--- src/rtl/ccx_pkg.sv ---
package ccx_pkg;

  typedef enum logic [2:0] {
    M_OFF        = 3'd0,
    M_CAP_RISE   = 3'd1,
    M_CAP_FALL   = 3'd2,
    M_CAP_BOTH   = 3'd3,
    M_CMP_EVT    = 3'd4,
    M_CMP_TGL    = 3'd5,
    M_CMP_ONCE   = 3'd6,
    M_CMP_SETCLR = 3'd7
  } ccx_mode_e;

  typedef struct packed {
    logic      pair;
    logic      tsel;
    ccx_mode_e mode;
  } ccx_cfg_t;

  localparam int CFGW = $bits(ccx_cfg_t);

  localparam logic [1:0] SEL_VAL  = 2'd0;
  localparam logic [1:0] SEL_CFG  = 2'd1;
  localparam logic [1:0] SEL_FLAG = 2'd2;

  function automatic logic is_cmp(input ccx_mode_e m);
    return m[2];
  endfunction

  function automatic logic is_once(input ccx_mode_e m);
    return (m == M_CMP_ONCE) || (m == M_CMP_SETCLR);
  endfunction

  function automatic logic drives_pin(input ccx_mode_e m);
    return (m == M_CMP_TGL) || (m == M_CMP_SETCLR);
  endfunction

endpackage

--- src/rtl/ccx_insync.sv ---
module ccx_insync #(
  parameter int NCH = 8
) (
  input  logic           clk,
  input  logic           rst,
  input  logic [NCH-1:0] pin_in,
  output logic [NCH-1:0] rise,
  output logic [NCH-1:0] fall
);

  logic [NCH-1:0] meta_q;
  logic [NCH-1:0] sync_q;
  logic [NCH-1:0] last_q;

  always_ff @(posedge clk) begin
    if (rst) begin
      meta_q <= '0;
      sync_q <= '0;
      last_q <= '0;
    end else begin
      meta_q <= pin_in;
      sync_q <= meta_q;
      last_q <= sync_q;
    end
  end

  assign rise = sync_q & ~last_q;
  assign fall = ~sync_q & last_q;

endmodule

--- src/rtl/ccx_chan.sv ---
module ccx_chan
  import ccx_pkg::*;
#(
  parameter int TW = 16
) (
  input  logic          clk,
  input  logic          rst,
  input  ccx_cfg_t      cfg,
  input  logic [TW-1:0] tmr,
  input  logic          tmr_chg,
  input  logic          tmr_ovf,
  input  logic          rise,
  input  logic          fall,
  input  logic          wr_val,
  input  logic          wr_cfg,
  input  logic [TW-1:0] wdata,
  output logic [TW-1:0] val,
  output logic          cmp_evt,
  output logic          cap_evt
);

  logic [TW-1:0] val_q;
  logic          lock_q;
  logic          hit;

  // a match needs a fresh timer value, so a stalled count stays quiet
  assign hit = is_cmp(cfg.mode) && tmr_chg && (tmr == val_q);

  // the overflow of the allocated timer re-opens the period in the same cycle
  assign cmp_evt = hit && (!is_once(cfg.mode) || !lock_q || tmr_ovf);

  always_comb begin
    unique case (cfg.mode)
      M_CAP_RISE: cap_evt = rise;
      M_CAP_FALL: cap_evt = fall;
      M_CAP_BOTH: cap_evt = rise | fall;
      default:    cap_evt = 1'b0;
    endcase
  end

  always_ff @(posedge clk) begin
    if (rst) begin
      val_q <= '0;
    end else if (wr_val) begin
      val_q <= wdata;
    end else if (cap_evt) begin
      val_q <= tmr;
    end
  end

  always_ff @(posedge clk) begin
    if (rst) begin
      lock_q <= 1'b0;
    end else if (wr_cfg || !is_once(cfg.mode)) begin
      lock_q <= 1'b0;
    end else if (cmp_evt) begin
      lock_q <= 1'b1;
    end else if (tmr_ovf) begin
      lock_q <= 1'b0;
    end
  end

  assign val = val_q;

endmodule

--- src/rtl/tmr_ccx_array.sv ---
module tmr_ccx_array
  import ccx_pkg::*;
#(
  parameter int NCH = 8,
  parameter int TW  = 16
) (
  input  logic                   clk,
  input  logic                   rst,
  input  logic [TW-1:0]          tmr_a,
  input  logic                   ovf_a,
  input  logic [TW-1:0]          tmr_b,
  input  logic                   ovf_b,
  input  logic [NCH-1:0]         pin_in,
  output logic [NCH-1:0]         pin_out,
  output logic [NCH-1:0]         pin_oe,
  input  logic                   wr_en,
  input  logic [1:0]             wr_sel,
  input  logic [$clog2(NCH)-1:0] wr_ch,
  input  logic [TW-1:0]          wr_data,
  input  logic [1:0]             rd_sel,
  input  logic [$clog2(NCH)-1:0] rd_ch,
  output logic [TW-1:0]          rd_data,
  output logic [NCH-1:0]         irq
);

  localparam int CW   = $clog2(NCH);
  localparam int HALF = NCH / 2;

  logic [TW-1:0]  prev_a_q;
  logic [TW-1:0]  prev_b_q;
  logic           chg_a;
  logic           chg_b;

  ccx_cfg_t       cfg_q   [NCH];
  logic [TW-1:0]  val_arr [NCH];
  logic [TW-1:0]  tsel_val[NCH];
  logic [NCH-1:0] chg_sel;
  logic [NCH-1:0] ovf_sel;
  logic [NCH-1:0] wr_val_v;
  logic [NCH-1:0] wr_cfg_v;
  logic [NCH-1:0] cmp_evt;
  logic [NCH-1:0] cap_evt;
  logic [NCH-1:0] rise;
  logic [NCH-1:0] fall;
  logic [NCH-1:0] flag_q;
  logic [NCH-1:0] clr_mask;
  logic [HALF-1:0] pair_act;
  logic [TW-1:0]  rd_q;

  logic [NCH*TW-1:0]   val_flat;
  logic [NCH*CFGW-1:0] cfg_flat;

  // previous timer samples; loaded during reset as well so no false change shows afterwards
  always_ff @(posedge clk) begin
    prev_a_q <= tmr_a;
    prev_b_q <= tmr_b;
  end

  assign chg_a = (tmr_a != prev_a_q);
  assign chg_b = (tmr_b != prev_b_q);

  ccx_insync #(.NCH(NCH)) u_sync (
    .clk    (clk),
    .rst    (rst),
    .pin_in (pin_in),
    .rise   (rise),
    .fall   (fall)
  );

  always_ff @(posedge clk) begin
    if (rst) begin
      for (int i = 0; i < NCH; i++) cfg_q[i] <= '0;
    end else if (wr_en && (wr_sel == SEL_CFG)) begin
      cfg_q[wr_ch] <= ccx_cfg_t'(wr_data[CFGW-1:0]);
    end
  end

  assign clr_mask = (wr_en && (wr_sel == SEL_FLAG)) ? wr_data[NCH-1:0] : '0;

  always_ff @(posedge clk) begin
    if (rst) flag_q <= '0;
    else     flag_q <= (flag_q & ~clr_mask) | cmp_evt | cap_evt;
  end

  for (genvar i = 0; i < NCH; i++) begin : g_ch
    assign tsel_val[i] = cfg_q[i].tsel ? tmr_b : tmr_a;
    assign chg_sel[i]  = cfg_q[i].tsel ? chg_b : chg_a;
    assign ovf_sel[i]  = cfg_q[i].tsel ? ovf_b : ovf_a;
    assign wr_val_v[i] = wr_en && (wr_sel == SEL_VAL) && (wr_ch == CW'(i));
    assign wr_cfg_v[i] = wr_en && (wr_sel == SEL_CFG) && (wr_ch == CW'(i));

    ccx_chan #(.TW(TW)) u_chan (
      .clk     (clk),
      .rst     (rst),
      .cfg     (cfg_q[i]),
      .tmr     (tsel_val[i]),
      .tmr_chg (chg_sel[i]),
      .tmr_ovf (ovf_sel[i]),
      .rise    (rise[i]),
      .fall    (fall[i]),
      .wr_val  (wr_val_v[i]),
      .wr_cfg  (wr_cfg_v[i]),
      .wdata   (wr_data),
      .val     (val_arr[i]),
      .cmp_evt (cmp_evt[i]),
      .cap_evt (cap_evt[i])
    );

    assign val_flat[i*TW +: TW]     = val_arr[i];
    assign cfg_flat[i*CFGW +: CFGW] = cfg_q[i];

    logic pin_r;
    logic slaved;
    logic toggle;

    if (i < HALF) begin : g_low
      assign pair_act[i] = cfg_q[i].pair && (cfg_q[i].mode == M_CMP_TGL);
      assign slaved      = 1'b0;
      // one toggle even if both registers match on the same edge
      assign toggle      = ((cfg_q[i].mode == M_CMP_TGL) && cmp_evt[i]) ||
                           (pair_act[i] && cmp_evt[i+HALF]);
    end else begin : g_high
      assign slaved = pair_act[i-HALF];
      assign toggle = (cfg_q[i].mode == M_CMP_TGL) && cmp_evt[i];
    end

    always_ff @(posedge clk) begin
      if (rst || wr_cfg_v[i] || slaved) begin
        pin_r <= 1'b0;
      end else begin
        unique case (cfg_q[i].mode)
          M_CMP_TGL:    pin_r <= pin_r ^ toggle;
          M_CMP_SETCLR: begin
            if (cmp_evt[i])      pin_r <= 1'b1;
            else if (ovf_sel[i]) pin_r <= 1'b0;
          end
          default:      pin_r <= 1'b0;
        endcase
      end
    end

    assign pin_out[i] = pin_r;
    assign pin_oe[i]  = drives_pin(cfg_q[i].mode) && !slaved;
  end

  always_ff @(posedge clk) begin
    if (rst) begin
      rd_q <= '0;
    end else begin
      unique case (rd_sel)
        SEL_VAL:  rd_q <= val_arr[rd_ch];
        SEL_CFG:  rd_q <= {{(TW-CFGW){1'b0}}, cfg_q[rd_ch]};
        SEL_FLAG: rd_q <= {{(TW-NCH){1'b0}}, flag_q};
        default:  rd_q <= '0;
      endcase
    end
  end

  assign rd_data = rd_q;
  assign irq     = flag_q;

endmodule

--- config.mk ---
export PLATFORM = sky130hd
export DESIGN_NAME = tmr_ccx_array
export DESIGN_NICKNAME = d
export VERILOG_FILES = /design/src/rtl/ccx_pkg.sv /design/src/rtl/ccx_insync.sv /design/src/rtl/ccx_chan.sv /design/src/rtl/tmr_ccx_array.sv
export SDC_FILE = /design/constraint.sdc
export NUM_CORES = 1
export LEC_CHECK = 0
export BUFFER_PORTS_ARGS = -buffer_cell sky130_fd_sc_hd__buf_4
export CORE_MARGIN = 2
export CORE_UTILIZATION = 60
export CTS_BUF_LIST = sky130_fd_sc_hd__clkbuf_16
export DETAILED_ROUTE_END_ITERATION = 8
export PLACE_DENSITY_LB_ADDON = 0.12
export SLEW_MARGIN = 10
export SYNTH_ARGS = -nofsm -noshare
export SYNTH_HDL_FRONTEND = slang
export SYNTH_SLANG_ARGS = --single-unit
--- constraint.sdc ---
create_clock -name clk -period 2.7 [get_ports clk]
set_input_delay 0.27 -clock clk [delete_from_list [all_inputs] [get_ports clk]]
set_output_delay 0.27 -clock clk [all_outputs]
set_load 0.03 [all_outputs]
Yosys cells after proc, flatten, opt, wreduce, memory -nomap -nowiden
Memory sizes are Yosys's and may differ from the RTL's.
Cells that the tools add are included.

storage, ports and cells
  memories = 1
  memory bits (writable) = 40
  word-level logic and storage cells = 387
  bits of input ports = 71
  output and inout port bits = 40
  flip-flop bits (word level) = 224

memory list
  name   depth  width  read ports  clocked after memory_dff  wr ports  line                 source
  cfg_q  8      5      9           0                         8         tmr_ccx_array.sv:34  ccx_cfg_t cfg_q [NCH];

cells by class
  eq/ne operators = 77
  magnitude comparators = 1
  mux-type cells = 85
  reductions and logical operators = 167
  bitwise operators = 25

operators with widths
  kind                                           number
  2-to-1 mux 16 bit                              26
  == test 16 bit                                 8
  == test 3 bit, second input constant           28
  logical AND 1 bit                              63
  logical OR 1 bit                               56
  == test 3 x 2 -> 1 bit, second input constant  18
  binary-select mux 16 bit (select 3 bit)        1
  case mux 16 bit (3 select lines)               1
  2-to-1 mux 1 bit                               38
  != test 16 bit                                 2
  nonzero test 2 bit                             16
  == test 3 x 1 -> 1 bit, second input constant  9
  bitwise AND 8 bit                              3
  != test 3 x 1 -> 1 bit, second input constant  8
  NOT 8 bit                                      3
  case mux 1 bit (3 select lines)                8
  logical NOT 1 bit                              20
  OR 8 bit                                       2
  case mux 1 bit (2 select lines)                8
  OR reduction 2 bit                             8
  2-to-1 mux 8 bit                               1
  OR 1 bit                                       8
  bitwise XOR 1 bit                              8
  2-to-1 mux 5 bit                               1
  8 further kinds                                11

Longest topological paths before layout
Gate-level depths: netlist of run 1.
An unclocked memory read counts as a cell.

  depth after elaboration = 11
  gate-level depth with buffers = 10
  depth with buffers taken out = 9

Hierarchy
A second synthesis of run 1 with hierarchy kept.

unflattened totals
  cell total of the unflattened synthesis = 1735
  area total of the unflattened synthesis = 16099.2 µm²

by module, submodules not included
  module         area each (µm²)  cells each  seq. area each (µm²)  instances
  ccx_chan       991.0            123         340.3                 8
  tmr_ccx_array  7378.3           685         2482.4                1
  ccx_insync     793.3            66          480.5                 1

Least setup slack after synthesis of run 1
Ideal clock, no wire load.

  path kind = in2reg
  from = in rd_ch[1]
  to = reg rd_q[13], in the netlist rd_data[13]
  slack = 0.448 ns
  stages = 6
  arrival time = 2.127 ns
  required time = 2.576 ns
  library setup time = 0.124 ns
  buffers on the path = 3
  cells stage by stage = clkbuf_1 -> buf_1 -> buf_2 -> mux4_2 -> mux2i_1 -> nor2_1

on the way
  longest elaborated chain between the ends = 5

ends and longest elaborated chain
  what                                                  line                  source
  from (decl)                                           tmr_ccx_array.sv:21   input logic [$clog2(NCH)-1:0] rd_ch,
  NOT 3 -> 4 bit (not written as such)                  tmr_ccx_array.sv:151  SEL_VAL: rd_q <= val_arr[rd_ch];
  binary-select mux 16 bit (select 3 bit)               tmr_ccx_array.sv:151
  2-to-1 mux 16 bit (not written as such) (2 in a row)  tmr_ccx_array.sv:151
  case mux 16 bit (3 select lines)                      tmr_ccx_array.sv:150  unique case (rd_sel)
  to (signal assigned)                                  tmr_ccx_array.sv:151
  to (signal assigned)                                  tmr_ccx_array.sv:152  SEL_CFG: rd_q <= {{(TW-CFGW){1'b0}}, cfg_q[rd_ch]};
  to (signal assigned)                                  tmr_ccx_array.sv:153  SEL_FLAG: rd_q <= {{(TW-NCH){1'b0}}, flag_q};
  to (decl)                                             tmr_ccx_array.sv:48   logic [TW-1:0] rd_q;

No other way between the ends. The select of a mux whose other input is x is not followed.
A chain may end at the register's enable or synchronous reset.

==> summary.md, run 1 <==
## Synth
* **mean cell area of the mapped netlist** 8.983 sq um
* **dominant synthesized flop cell** dfxtp_1
* **unique cell type count in the Yosys netlist** 55
* **cell area after synthesis** 0.01548 sq mm
* **async set or reset register ratio after synthesis** 0%
* **number of synthesized flops with an enable pin** 40
* **number of flip-flops and latches in the synthesized netlist** 264
* **area share of the leading cell type in the synthesized netlist** 28.97%
* **Syn Nets** 1810
* **count of warnings emitted by yosys** 0
* **largest area contributor in the synthesized netlist** dfxtp_1
* **Commonest cells post-synth** dfxtp_1, nand2_1, mux2i_1
* **Syn Inst Count** 1723
* **cell types with the largest area share after synthesis** dfxtp_1, mux2i_1, edfxtp_1, mux4_2, xnor2_1
* **share of synthesized area occupied by flip-flops and latches** 36.73%

## Worst setup path
* **reg2reg path depth** 8
* **Worst EP required** 3180 ps
* **delay of the slowest cell on the worst path** 590 ps
* **R2R Setup Slk** 60 ps
* **type of origin of the critical path** register
* **Max stage delay cell, worst path** or4_4
* **cell-by-cell listing of the critical path** buf_6 -> mux2i_2 -> xnor2_1 -> nor4_2 -> o2111ai_1 -> or4_4 -> o31a_1 -> a31oi_2
* **Bufs and invs on worst path** 1
* **crit path DAT** 3130 ps
* **startpoint of the most critical register-to-register path** cfg_q[4][3]
* **class of the most critical setup path** register to register
* **end of the worst register-to-register path** g_ch[0].pin_r
* **crit end category** register
* **critical-path maximum fanout** 7
* **crit-path leading delay family** simple AND/OR/NAND/NOR gates

## Cells and area
* **count of fill cells added during filler insertion** 1973
* **share of final-layout standard cells stronger than drive strength 1** 15.24%
* **number of diodes added for antenna fixing** 0
* **Final #Nets** 1883
* **layout overhead on the synthesized area** 15.62%

## Clock network
* **largest buffer count on any clock path** 3
* **post-CTS clock slew at the launch and capture registers of the worst setup and hold paths** 60 ps
* **clock tree from TritonCTS** done
* **H-Tree Level Count** 1
* **clock sink count** 264
* **cts bufs inserted** 29
* **clock network latency to the later pin of the worst-skew pair** 570 ps
* **clock tree root buffer cell** clkbuf_16

## Drt
* **Avg Vias per Cell** 6.517
* **Post-Route WL** 53590 microns
* **Detail Route Antenna Nets** 0
* **post-route DRC violation count** 0
* **overall via count from detail_route** 13990
* **number of iterations in the first detailed-routing pass** 7
* **DRT iter0 DRCs** 1910
* **routed len/inst** 24.96 microns

## STA
* **hold_ws** 37.12 ps
* **number of max-slew violations in the final report** 0
* **Period minus WS final** 2644 ps
* **accumulated negative setup slack** 0 ps
* **timing-limited maximum frequency** 378.1 MHz
* **setup repair after global routing missed its margin** no
* **final number of hold-violating endpoints** 0
* **total setup violations reported at the end of the flow** 0
* **clock tree skew after final layout** 22.22 ps
* **period utilisation layout** 97.94%
* **transition at the pin with the smallest max-transition slack** 869.5 ps
* **minimum setup slack in the final design** 55.52 ps
* **worst slew slack as a fraction of its limit** 41.90%

## Power and ir drop
* **switching part of the total** 28.02%
* **standby leakage power** 6.657 nW
* **IR Drop Worst-Case VDD** 0.6017 mV
* **PD cells** 564.5 mW/mm^2
* **cell internal power dissipation** 7.271 mW
* **sequential share of power** 42.7%
* **clock network fraction of total power** 40.8%
* **switching power total** 2.831 mW
* **power share of the combinational group** 16.4%

## Min path
* **Endpoint, Worst Hold** g_ch[0].u_chan.val[10]
* **launch instance of the worst min-delay path** wr_data[10]
* **Hold Path Class** primary input to register
* **Hold Path Depth** 3

## Run status
* **outcome** finished, final reports clean

## Place
* **pre-CTS worst setup slack** 101.1 ps
* **PortBufs** 110
* **GPL Wtd Cong** 0.9944
* **sum of net half-perimeters after detailed placement** 36510 microns

## GRT
* **Tot GR Track Use** 39.03%
* **global route overflow** 0
* **wire length of the first global-routing pass** 78340 microns
* **number of global-route vias before repair** 13190
* **number of antenna violations at the first check in global routing** 0
* **pin count of the biggest net entering global routing** 73

## Floorplanning
* **starting density of the core** 61.29%
* **die width** 164.6 microns
* **Chip Height** 164.6 microns
* **FP Rows** 58
* **DIE AREA** 0.02710 sq mm
* **Core Footprint** 0.02525 sq mm
* **I/O pin count** 111

## Job
* **max capacitance violation total** 0

## registers in the layout (all words and copies together) (netlist names)
name	cells
irq	8
u_sync.last_q	8
g_ch.pin_r	8
prev_b_q	16
u_sync.sync_q	8
g_ch.u_chan.val	128
g_ch.u_chan.lock_q	8
cfg_q	40
rd_data	16
prev_a_q	16
u_sync.meta_q	8
## area by class of cell
cell class	instances	area [sq um]	share of cell area, %
Multi-Input combinational cell	1263	8972	50.14
Sequential cell	264	5685	31.77
Timing Repair Buffer	206	1732	9.677
Clock buffer	29	725.7	4.055
Tap cell	330	412.9	2.307
Clock inverter	23	246.5	1.377
Inverter	32	120.1	0.6712
## worst max path at each step
stage / slack (ps) / startpoint / end / depth (start not counted)
2_1_floorplan: 450 / rd_ch[1] / rd_data[13] / 6
3_3_place_gp: 180 / cfg_q[4][3] / g_ch[0].pin_r / 8
3_5_place_dp: 100 / cfg_q[4][3] / g_ch[0].pin_r / 8
4_1_cts: 80 / cfg_q[4][3] / g_ch[0].pin_r / 8
5_1_grt: 7 / cfg_q[7][3] / g_ch[7].pin_r / 9
6_report: 60 / cfg_q[4][3] / g_ch[0].pin_r / 8
## cell usage in the layout, fill, tap and decap left out, types with 40 or more instances in the layout
| master | synthesis | final |
|---|---|---|
| and2_1 | 51 | 51 |
| nor2_1 | 124 | 117 |
| dfxtp_1 | 224 | 224 |
| edfxtp_1 | 40 | 40 |
| dlygate4sd3_1 | 0 | 41 |
| nand2_1 | 224 | 224 |
| xor2_1 | 62 | 62 |
| a21oi_1 | 160 | 158 |
| o211ai_1 | 97 | 97 |
| a211oi_1 | 44 | 44 |
| mux4_2 | 42 | 42 |
| buf_4 | 17 | 157 |
| mux2i_1 | 165 | 163 |
| xnor2_1 | 97 | 97 |
## metrics by stage
stage	power, mW	utilization (%)	area, sq um	cells
finish	10.10	70.86	17890	2147
floorplan	5.419	-	15480	1723
detailed placement	5.942	65.22	16470	2052
CTS	10.04	70.69	17850	2145
global route	10.35	70.86	17890	2147
global placement	5.917	65.22	16470	2052
## layer usage
| metal | up-vias | track usage, % | part of all wire (%) |
|---|---|---|---|
| li1 | 6215 | - | - |
| met1 | 6631 | 51.70 | 38 |
| met2 | 946 | 60.88 | 44 |
| met3 | 200 | 8.614 | 12 |
| met4 | 0 | 18.46 | 5.3 |
| met5 | - | 0 | 0 |
## repair_timing
item,CTS,global route
buffers inserted,0,2
gates resized for setup,0,6
hold buffers,41,0
endpoints found under the setup margin,0,3
endpoints found under the hold margin,41,0
## power by group through the flow
| stage | combinational (mW) | sequential (mW) | clock (mW) |
|---|---|---|---|
| finish | 1.66 | 4.32 | 4.12 |
| global route | 1.74 | 4.33 | 4.28 |
| CTS | 1.61 | 4.31 | 4.13 |
| detailed placement | 1.55 | 4.39 | 0 |
| global placement | 1.53 | 4.39 | 0 |
| floorplan | 1.07 | 4.35 | 0 |
## cell families (layout without fill, tap and decap cells)
logic type      count (synthesis)  in the layout  synth area share, %
compound gates                345            345                14.31
xor+xnor                      159            159                8.998
fa+ha+maj                      16             16                1.293
buf+inv                       196            290                5.667
flops                         264            264                36.73
mux                           208            208                16.87
simple gates                  535            535                16.13
## tightest hold or removal path, stage by stage
cell     delay, ps
buf_4          160
nand2_1         70
a21oi_1         50
(Power assumes the default switching activity.)
==> run 2: changes to the inputs <==
SYNTH_HIERARCHICAL = 1   (was not set)
==> run 2 against run 1 <==
Net effect:
- the run now ends with setup timing left
- sequential share of layout area down 1.4 points
- final area grew 4.7%
- combinational power rose by 3%
- utilization is 0.61 points higher
- clock skew fell by 7.3 ps
- largest power group unchanged
- critical path depth is 5 higher
- worst setup slack worse by 240 ps
- non-clock buffer count increased by 21
- maximum frequency is 8.2% lower
- synthesized cell count is 0.70% higher
- global-route usage down 0.21 points
- highest routed layer unchanged
- largest cell class unchanged
==> summary.md, run 2 <==
## Floorplanning
* **I/O pin count** 111
* **DIE AREA** 0.02816 sq mm
* **FP Rows** 59
* **Core Footprint** 0.02621 sq mm
* **starting density of the core** 61.43%
* **die width** 167.8 microns
* **Chip Height** 167.8 microns

## Drt
* **overall via count from detail_route** 14940
* **routed len/inst** 25.33 microns
* **M1 wire length** 20950 microns
* **post-route DRC violation count** 0
* **Post-Route WL** 55720 microns
* **DRT iter0 DRCs** 2008
* **Avg Vias per Cell** 6.791
* **wire length on met3** 5894 microns
* **number of iterations in the first detailed-routing pass** 8
* **Detail Route met2 WL** 24530 microns
* **Detail Route Antenna Nets** 0
* **top routing layer used** met4

## Cells and area
* **max FFs per register** 128
* **most used cells in the layout excluding fill and tap cells** dfxtp_1, buf_4, nor2_1
* **Final #Nets** 1913
* **count of fill cells added during filler insertion** 1965
* **area used by sequential logic in the layout** 0.005687 sq mm
* **area of the multi-input gates** 0.009608 sq mm
* **total non-filler cell area in the finished layout** 0.01873 sq mm
* **number of diodes added for antenna fixing** 0
* **share of final-layout standard cells stronger than drive strength 1** 25.31%
* **most common cell after layout, fill and taps aside** dfxtp_1
* **layout overhead on the synthesized area** 16.34%
* **utilization after layout** 71.47%

## Worst setup path
* **type of origin of the critical path** register
* **class of the most critical setup path** register to register
* **cell-by-cell listing of the critical path** xnor2_2 -> nand4_1 -> nor4_4 -> buf_6 -> buf_4 -> mux2i_1 -> and3_1 -> nand4_1 -> nor3_4 -> a41o_1 -> mux2i_1 -> a22oi_1 -> nor4b_2
* **critical-path maximum fanout** 3
* **Max stage delay cell, worst path** nor4_4
* **Bufs and invs on worst path** 2
* **crit path DAT** 3360 ps
* **crit-path leading delay family** simple AND/OR/NAND/NOR gates
* **crit end category** register
* **Worst EP required** 3170 ps
* **delay of the slowest cell on the worst path** 530 ps

## Power and ir drop
* **clock network fraction of total power** 41.1%
* **power share of the combinational group** 16.8%
* **Power Total** 10.17 mW
* **switching power total** 2.864 mW
* **sequential share of power** 42.1%
* **standby leakage power** 7.063 nW
* **IR Drop Worst-Case VDD** 0.5481 mV
* **switching part of the total** 28.15%
* **PD cells** 543.2 mW/mm^2
* **cell internal power dissipation** 7.310 mW

## Synth
* **Syn Inst Count** 1735
* **share of synthesized area occupied by flip-flops and latches** 35.32%
* **number of synthesized flops with an enable pin** 40
* **dominant synthesized flop cell** dfxtp_1
* **cell types with the largest area share after synthesis** dfxtp_1, mux2_2, edfxtp_1, a311oi_1, xor2_1
* **async set or reset register ratio after synthesis** 0%
* **count of warnings emitted by yosys** 6
* **mean cell area of the mapped netlist** 9.279 sq um
* **area share of the leading cell type in the synthesized netlist** 27.85%
* **cell with the most instances after synthesis** dfxtp_1
* **Syn Nets** 1806
* **Commonest cells post-synth** dfxtp_1, nor2_1, nand2_1
* **cell area after synthesis** 0.01610 sq mm
* **unique cell type count in the Yosys netlist** 57
* **number of flip-flops and latches in the synthesized netlist** 264
* **largest area contributor in the synthesized netlist** dfxtp_1

## Place
* **sum of net half-perimeters after detailed placement** 38460 microns
* **placed cell area** 0.01709 sq mm
* **GPL Wtd Cong** 0.9732
* **PortBufs** 110

## STA
* **clock tree skew after final layout** 14.94 ps
* **hold_ws** 20.64 ps
* **minimum setup slack in the final design** -180.9 ps
* **transition at the pin with the smallest max-transition slack** 1209 ps
* **final number of hold-violating endpoints** 0
* **accumulated negative setup slack** -756.9 ps
* **timing-limited maximum frequency** 347.1 MHz
* **number of max-slew violations in the final report** 0
* **total setup violations reported at the end of the flow** 7
* **period utilisation layout** 106.7%
* **worst slew slack as a fraction of its limit** 19.30%
* **Period minus WS final** 2881 ps
* **setup repair after global routing missed its margin** yes

## GRT
* **number of antenna violations at the first check in global routing** 0
* **wire length of the first global-routing pass** 84640 microns
* **Tot GR Track Use** 38.82%
* **global route overflow** 0
* **pin count of the biggest net entering global routing** 81
* **number of global-route vias before repair** 14450

## Run status
* **violated checks** setup timing
* **outcome** complete, but fails checks

## Clock network
* **clock network latency to the later pin of the worst-skew pair** 570 ps
* **clock tree root buffer cell** clkbuf_16
* **clock sink count** 264
* **largest buffer count on any clock path** 3
* **H-Tree Level Count** 1
* **clock tree from TritonCTS** done
* **post-CTS clock slew at the launch and capture registers of the worst setup and hold paths** 60 ps
* **cts bufs inserted** 30

## Min path
* **Hold Path Class** primary input to register

## Job
* **max capacitance violation total** 0

-- run 2: cell count changes after synthesis, sizes merged, moves of 59 or more --
cell,before,now
o211ai,97,2
nand2,224,165
nor2,124,185
o21ai,4,145
a21oi,160,18
a311oi,5,128
mux2,0,136
mux2i,166,56
-- run 2: per-layer routing --
metal / vias to the layer above / global-route usage [%]
met5: - / 0
met2: 1155 / 60.22
met1: 7033 / 49.97
met3: 295 / 7.005
li1: 6458 / -
met4: 0 / 25.41
-- run 2: path summary, 6_finish.rpt --
path                    start  depth (start not counted)  slack [ps]                to
max               prev_a_q[4]                         13        -180     g_ch[1].pin_r
min                 tmr_a[12]                          2          20      prev_a_q[12]
max reg2reg       prev_a_q[4]                         13        -180     g_ch[1].pin_r
min reg2reg  u_sync/meta_q[7]                          1         430  u_sync/sync_q[7]
-- run 2: power by group through the flow --
stage / sequential, mW / clock [mW] / combinational (mW)
after CTS: 4.27 / 4.20 / 1.63
after detailed placement: 4.35 / 0 / 1.56
after global placement: 4.35 / 0 / 1.55
after global routing: 4.29 / 4.34 / 1.78
after floorplan: 4.33 / 0 / 1.03
final: 4.28 / 4.18 / 1.71
-- run 2: timing repair --
item / in CTS / in global routing
pin swaps: 18 / 16
setup buffers: 14 / 7
gates resized for setup: 13 / 18
gates cloned: 0 / 0
hold buffers: 32 / 0
endpoints found under the hold margin: 32 / 0
endpoints found under the setup margin: 6 / 12
-- run 2: cell families after synthesis --
group / after synthesis / synth area share (%)
compound gates: 330 / 14.60
xor+xnor: 160 / 9.031
buf+inv: 170 / 5.953
flops: 264 / 35.32
mux: 216 / 16.40
simple gates: 595 / 18.71
-- run 2: per-stage QoR --
stage	instances	setup slack, ps
after detailed placement	2094	-294.8
after CTS	2194	-119.6
final	2200	-180.9
after floorplan	1735	62.53
after global routing	2200	-205.3
after global placement	2094	-235.7
-- run 2: area by class of cell --
type | instances | area share, %
clock buffers | 31 | 4.142
well taps | 335 | 2.238
clock inverters | 24 | 1.189
flip-flops and latches | 264 | 30.36
inverters | 18 | 0.3607
repair buffers | 227 | 10.41
multi-input cells | 1301 | 51.30
-- run 2: worst register-to-register path, stage by stage, from the launching register on --
cell     delay (ps)
dfxtp_2         330
xnor2_2         140
nand4_1         380
nor4_4          530
buf_6           180
buf_4           110
mux2i_1          50
and3_1          180
nand4_1         130
nor3_4           70
a41o_1          240
mux2i_1         130
a22oi_1          90
nor4b_2         220
